[src/rtl/ipi_db_pkg.sv]
package ipi_db_pkg;
    // Field layout of a trigger write
    localparam int TGT_LSB = 8;
    localparam int NUM_FW  = 8;
    // Register offsets
    localparam logic [7:0] OFF_TRIG  = 8'h04;
    localparam logic [7:0] OFF_CAUSE = 8'h08;
    localparam logic [7:0] OFF_MASK  = 8'h0C;
endpackage

[src/rtl/ipi_db_trig_dec.sv]
module ipi_db_trig_dec
    import ipi_db_pkg::*;
#(
    parameter  int NUM_CPU  = 4,
    parameter  int NUM_BELL = 8,
    parameter  int OFF_W    = 8,
    localparam int DATA_W   = TGT_LSB + NUM_CPU,
    localparam int MAP_W    = NUM_CPU * NUM_BELL
) (
    input  logic              wr,
    input  logic              percpu,
    input  logic [OFF_W-1:0]  off,
    input  logic [DATA_W-1:0] wdata,
    output logic [MAP_W-1:0]  set_map
);
    localparam int IDX_W = (NUM_BELL > 1) ? $clog2(NUM_BELL) : 1;
    localparam logic [NUM_FW-1:0] BELL_LIM = NUM_FW'(NUM_BELL);

    logic [NUM_FW-1:0]   num;
    logic                hit;
    logic [NUM_BELL-1:0] onehot;

    always_comb begin
        num    = wdata[NUM_FW-1:0];
        hit    = wr && !percpu && (off == OFF_W'(OFF_TRIG)) && (num < BELL_LIM);
        onehot = '0;
        onehot[num[IDX_W-1:0]] = 1'b1;
    end

    for (genvar c = 0; c < NUM_CPU; c++) begin : g_tgt
        assign set_map[c*NUM_BELL +: NUM_BELL] =
            (hit && wdata[TGT_LSB+c]) ? onehot : '0;
    end
endmodule

[src/rtl/ipi_db_cpu_bank.sv]
module ipi_db_cpu_bank
    import ipi_db_pkg::*;
#(
    parameter int NUM_BELL = 8,
    parameter int OFF_W    = 8,
    parameter int DATA_W   = 12
) (
    input  logic                clk,
    input  logic                rst_n,
    input  logic [NUM_BELL-1:0] set_bits,
    input  logic                wr,
    input  logic                percpu,
    input  logic [OFF_W-1:0]    off,
    input  logic [NUM_BELL-1:0] wbits,
    output logic [DATA_W-1:0]   rdata,
    output logic [NUM_BELL-1:0] cause_o,
    output logic [NUM_BELL-1:0] mask_o,
    output logic                irq_o
);
    typedef struct packed {
        logic [NUM_BELL-1:0] cause;
        logic [NUM_BELL-1:0] mask;
        logic                irq;
    } bank_t;

    bank_t st_d, st_q;
    logic  clr_hit, msk_hit;

    always_comb begin
        clr_hit = wr && percpu && (off == OFF_W'(OFF_CAUSE));
        msk_hit = wr && percpu && (off == OFF_W'(OFF_MASK));
        st_d = st_q;
        if (clr_hit) st_d.cause = st_q.cause & wbits;
        if (msk_hit) st_d.mask  = wbits;
        // a trigger in the same cycle wins over the clear
        st_d.cause = st_d.cause | set_bits;
        st_d.irq   = |(st_d.cause & st_d.mask);
    end

    always_ff @(posedge clk or negedge rst_n) begin
        if (!rst_n) st_q <= '0;
        else        st_q <= st_d;
    end

    always_comb begin
        rdata = '0;
        if (percpu) begin
            if (off == OFF_W'(OFF_CAUSE))     rdata[NUM_BELL-1:0] = st_q.cause;
            else if (off == OFF_W'(OFF_MASK)) rdata[NUM_BELL-1:0] = st_q.mask;
        end
    end

    assign cause_o = st_q.cause;
    assign mask_o  = st_q.mask;
    assign irq_o   = st_q.irq;
endmodule

[src/rtl/ipi_doorbell.sv]
module ipi_doorbell
    import ipi_db_pkg::*;
#(
    parameter  int NUM_CPU  = 4,
    parameter  int NUM_BELL = 8,
    parameter  int OFF_W    = 8,
    localparam int DATA_W   = TGT_LSB + NUM_CPU
) (
    input  logic                      clk,
    input  logic                      rst_n,
    input  logic [NUM_CPU-1:0]        bus_wr,
    input  logic [NUM_CPU-1:0]        bus_percpu,
    input  logic [NUM_CPU*OFF_W-1:0]  bus_off,
    input  logic [NUM_CPU*DATA_W-1:0] bus_wdata,
    output logic [NUM_CPU*DATA_W-1:0] bus_rdata,
    output logic [NUM_CPU-1:0]        bell_irq
);
    localparam int MAP_W = NUM_CPU * NUM_BELL;

    logic [MAP_W-1:0] port_map [NUM_CPU];
    logic [MAP_W-1:0] set_all;
    logic [MAP_W-1:0] cause_all;
    logic [MAP_W-1:0] mask_all;

    for (genvar p = 0; p < NUM_CPU; p++) begin : g_port
        ipi_db_trig_dec #(
            .NUM_CPU (NUM_CPU),
            .NUM_BELL(NUM_BELL),
            .OFF_W   (OFF_W)
        ) u_dec (
            .wr     (bus_wr[p]),
            .percpu (bus_percpu[p]),
            .off    (bus_off[p*OFF_W +: OFF_W]),
            .wdata  (bus_wdata[p*DATA_W +: DATA_W]),
            .set_map(port_map[p])
        );
    end

    always_comb begin
        set_all = '0;
        for (int p = 0; p < NUM_CPU; p++) set_all = set_all | port_map[p];
    end

    for (genvar c = 0; c < NUM_CPU; c++) begin : g_cpu
        ipi_db_cpu_bank #(
            .NUM_BELL(NUM_BELL),
            .OFF_W   (OFF_W),
            .DATA_W  (DATA_W)
        ) u_bank (
            .clk     (clk),
            .rst_n   (rst_n),
            .set_bits(set_all[c*NUM_BELL +: NUM_BELL]),
            .wr      (bus_wr[c]),
            .percpu  (bus_percpu[c]),
            .off     (bus_off[c*OFF_W +: OFF_W]),
            .wbits   (bus_wdata[c*DATA_W +: NUM_BELL]),
            .rdata   (bus_rdata[c*DATA_W +: DATA_W]),
            .cause_o (cause_all[c*NUM_BELL +: NUM_BELL]),
            .mask_o  (mask_all[c*NUM_BELL +: NUM_BELL]),
            .irq_o   (bell_irq[c])
        );
    end
endmodule

[config.mk]
export PLATFORM = sky130hd
export DESIGN_NAME = ipi_doorbell
export DESIGN_NICKNAME = d
export VERILOG_FILES = /design/src/rtl/ipi_db_pkg.sv /design/src/rtl/ipi_db_trig_dec.sv /design/src/rtl/ipi_db_cpu_bank.sv /design/src/rtl/ipi_doorbell.sv
export SDC_FILE = /design/constraint.sdc
export NUM_CORES = 1
export LEC_CHECK = 0
export ABC_AREA = 0
export BUFFER_PORTS_ARGS = -buffer_cell sky130_fd_sc_hd__buf_2
export CAP_MARGIN = 0
export CELL_PAD_IN_SITES_DETAIL_PLACEMENT = 2
export CELL_PAD_IN_SITES_GLOBAL_PLACEMENT = 2
export CORE_MARGIN = 4
export CORE_UTILIZATION = 30
export DETAILED_ROUTE_END_ITERATION = 7
export PLACE_DENSITY = 0.85
export SETUP_SLACK_MARGIN = 0.15
export SYNTH_ARGS = -nofsm -noshare
export SYNTH_HDL_FRONTEND = slang
export SYNTH_SLANG_ARGS = --single-unit
[constraint.sdc]
create_clock -name clk -period 3.6 [get_ports clk]
set_input_delay 1.08 -clock clk [delete_from_list [all_inputs] [get_ports clk]]
set_output_delay 1.08 -clock clk [all_outputs]
set_load 0.03 [all_outputs]
==> impl_metrics.json <==
{
  "status": "finished, final reports clean",
  "nets": 762,
  "cp-endpoint": "bus_rdata[40]",
  "worst_slew_pin_slew_ns": 0.937,
  "clkTransAtPathRegs_ns": 0.06,
  "yosys.area.top_type": "dfrtp_1",
  "fp.dieH_um": 134,
  "core_area_sq_um": 15400,
  "peakVddDrop_mv": 0.177,
  "synth_common_cells": "68 x dfrtp_1, 56 x nor2_1, 37 x nand2_1",
  "postRouteAntennaNets": 0,
  "clockRootBuffer": "clkbuf_16",
  "rrSetupSlack_ns": 1.70,
  "ctsHoldBuffers": 0,
  "ios": 142,
  "grt_pass1_vias": 5603,
  "drive_above_1_share_pct": 41.3,
  "reg2regPathDepth": 7,
  "grt_max_degree": 69,
  "power.leakage_nw": 2.93,
  "synth.yosys.seq_area_share_pct": 35.6,
  "max_freq_mhz": 282,
  "synth_ff_type": "dfrtp_1",
  "synth_warnings": 0,
  "slew_violations": 0,
  "setup-tns-final_ns": 0,
  "cts_sinks": 68,
  "ys_seq_elements": 68,
  "clock_latency_ns": 0.34,
  "clockBufferDepth": 2,
  "syn_to_final_growth_pct": 39.4,
  "synth_top_family_by_area": "simple AND/OR/NAND/NOR gates",
  "place_hpwl_um": 16400,
  "critPathMaxFanout": 8,
  "cp.required_ns": 2.52,
  "antenna_found_initial": 1,
  "worstPathCellList": "buf_6 -> or4_4 -> buf_6 -> or2_4 -> nor2_4 -> buf_6",
  "dp_slack_ns": -0.366,
  "max_slew_margin_pct": 37.5,
  "drv_cap": 0,
  "viasPerCell": 5.75,
  "fin_crit_ns": 3.55,
  "fillers": 1669,
  "avgRoutedWirePerCell_um": 24.6,
  "hold_class": "flop to flop",
  "place_congestion": 0.935,
  "drc": 0,
  "hold_viol_final": 0,
  "worst_slack_ns": 0.0477,
  "synthXorXnorAreaFrac_pct": 0,
  "placed_area_sq_um": 5960,
  "synth_edf_count": 0,
  "drt-pass1-iter-count": 5,
  "slowest_stage": "or4_4",
  "cts_tree": "built",
  "grt_pass1_wl_um": 33500,
  "synth.distinct_cells": 61,
  "grt.total_usage_pct": 23.8,
  "synth_fa_ha_area_share_pct": 0,
  "synth_area_leaders": "dfrtp_1 36%, mux2_2 7.5%, mux2i_1 6.7%",
  "rows": 45,
  "cp-start-kind": "input pin",
  "path_class": "input pin to primary output",
  "crit_arrival_ns": 2.47,
  "cpMostUsedCell": "buf_6",
  "yosysMostFrequentCell": "dfrtp_1",
  "synth_compound_area_share_pct": 18.8,
  "cpPeakStageDelay_ns": 0.55,
  "fin_util_pct": 43.3,
  "r2r_end": "g_cpu[3].u_bank.irq_o",
  "final_area_sq_um": 6660,
  "syn-cell-area_sq_um": 4780,
  "drt_iter0_drc": 396,
  "syn_avg_cell_area_sq_um": 9.18,
  "yosysTopAreaCellShare_pct": 35.6,
  "setup_viol": 0,
  "rsz0062_at_grt": "true",
  "htree_levels": 3,
  "vias": 5105,
  "die_area_sq_um": 18000,
  "die_w_um": 134,
  "synthSimpleGateAreaFrac_pct": 25.3,
  "synth_async_sr_flop_share_pct": 100,
  "powerDensity_nw_per_um2": 291,
  "startpoint": "bus_off[28]",
  "start_util_pct": 31.1,
  "synthCells": 520,
  "muxShareOfSynthArea_pct": 14.3,
  "finClkSkew_ns": 0.0101,
  "endpoint_kind": "primary output",
  "post-route-period-util_pct": 98.7,
  "wl_um": 21800,
  "numCtsBuffers": 9,
  "crit-reg2reg-launch": "g_cpu[3].u_bank.cause_o[6]",
  "overflow": 0,
  "total_power_mw": 1.94,
  "port_buffers": 125
}
==> logic make-up (layout without fill, tap and decap cells) <==
kind of cell / after synthesis / count (layout)
AND/OR/NAND/NOR: 220 / 220
AO/OA/AOI/OAI: 117 / 117
flip-flops: 68 / 68
multiplexers: 64 / 64
buffers and inverters: 50 / 191
other: 1 / 17
==> stage by stage <==
step | cells | hold slack (ns)
after floorplan | 535 | 0.491
after global placement | 862 | 0.502
after detailed placement | 862 | 0.511
after CTS | 885 | 0.524
after global routing | 888 | 0.543
final | 888 | 0.525
==> area by class of cell <==
class,instances,area (sq um),share of cell area (%)
Multi-Input combinational cell,417,3150,47.3
Antenna cell,1,2.50,0.0376
Timing Repair Buffer,176,1250,18.8
Sequential cell,68,1700,25.6
Clock buffer,13,250,3.76
Tap cell,211,264,3.96
Clock inverter,2,35.0,0.526
==> power breakdown <==
group	total [mW]	switching (mW)	internal (mW)	leakage, nW
registers	0.780	0.00537	0.775	0.947
logic	0.267	0.173	0.0941	1.84
clock network	0.891	0.340	0.551	0.140
==> sequential cells by signal (all words and copies together), names as in the netlist <==
name / flops
g_cpu.u_bank.cause_o: 32
g_cpu.u_bank.mask_o: 32
g_cpu.u_bank.irq_o: 4
==> worst max-delay path, delay by kind of cell <==
family	cells	cell delay, ns
buffers and inverters	3	0.36
and+or+nand+nor	3	1.02
==> worst min-delay path by stage <==
stage	cells after the start	slack, ns	startpoint	endpoint
final	1	0.52	g_cpu[1].u_bank.mask_o[0]	g_cpu[1].u_bank.mask_o[0]
after detailed placement	1	0.51	g_cpu[1].u_bank.mask_o[0]	g_cpu[1].u_bank.mask_o[0]
after global routing	1	0.54	g_cpu[1].u_bank.mask_o[7]	g_cpu[1].u_bank.mask_o[7]
after CTS	1	0.52	g_cpu[1].u_bank.mask_o[0]	g_cpu[1].u_bank.mask_o[0]
after global placement	1	0.50	g_cpu[3].u_bank.mask_o[1]	g_cpu[3].u_bank.mask_o[1]
after floorplan	1	0.49	g_cpu[1].u_bank.mask_o[0]	g_cpu[1].u_bank.mask_o[0]
==> cells in the final DEF (no fill, tap or decap), drive strengths merged, types with 4 or more instances in the layout <==
cell      n
or4       6
a22oi    15
or3       6
and3      6
nand4    15
nor4bb    4
clkbuf   13
a31oi     6
nor2b     6
o41ai     6
and2      6
o22ai     6
a21boi    9
conb     16
nand3b    6
o221ai   13
o21ai    22
or2       5
dfrtp    68
mux2     32
nor2     56
nand3    19
o221a     4
nand2b    4
nor3     13
nor4      7
nand2    37
a221o     9
mux2i    32
nor4b     7
buf     176
==> per-layer routing <==
metal | global-route usage, % | part of all wire (%) | vias to the layer above
met5 | 0 | 0 | -
met1 | 31.9 | 43 | 2572
met2 | 39.7 | 49 | 216
li1 | - | - | 2277
met3 | 3.68 | 5.8 | 40
met4 | 7.52 | 2.3 | 0
==> repair_timing <==
item                                    4_1_cts  5_1_grt
endpoints found under the setup margin       33       34
setup buffers                                 8        2
hold endpoints to repair                      0        0
gates resized for setup                      76       20
gates cloned                                  0        0
pin swaps                                    16        9
No activity file was read; power rests on OpenSTA's default activity.
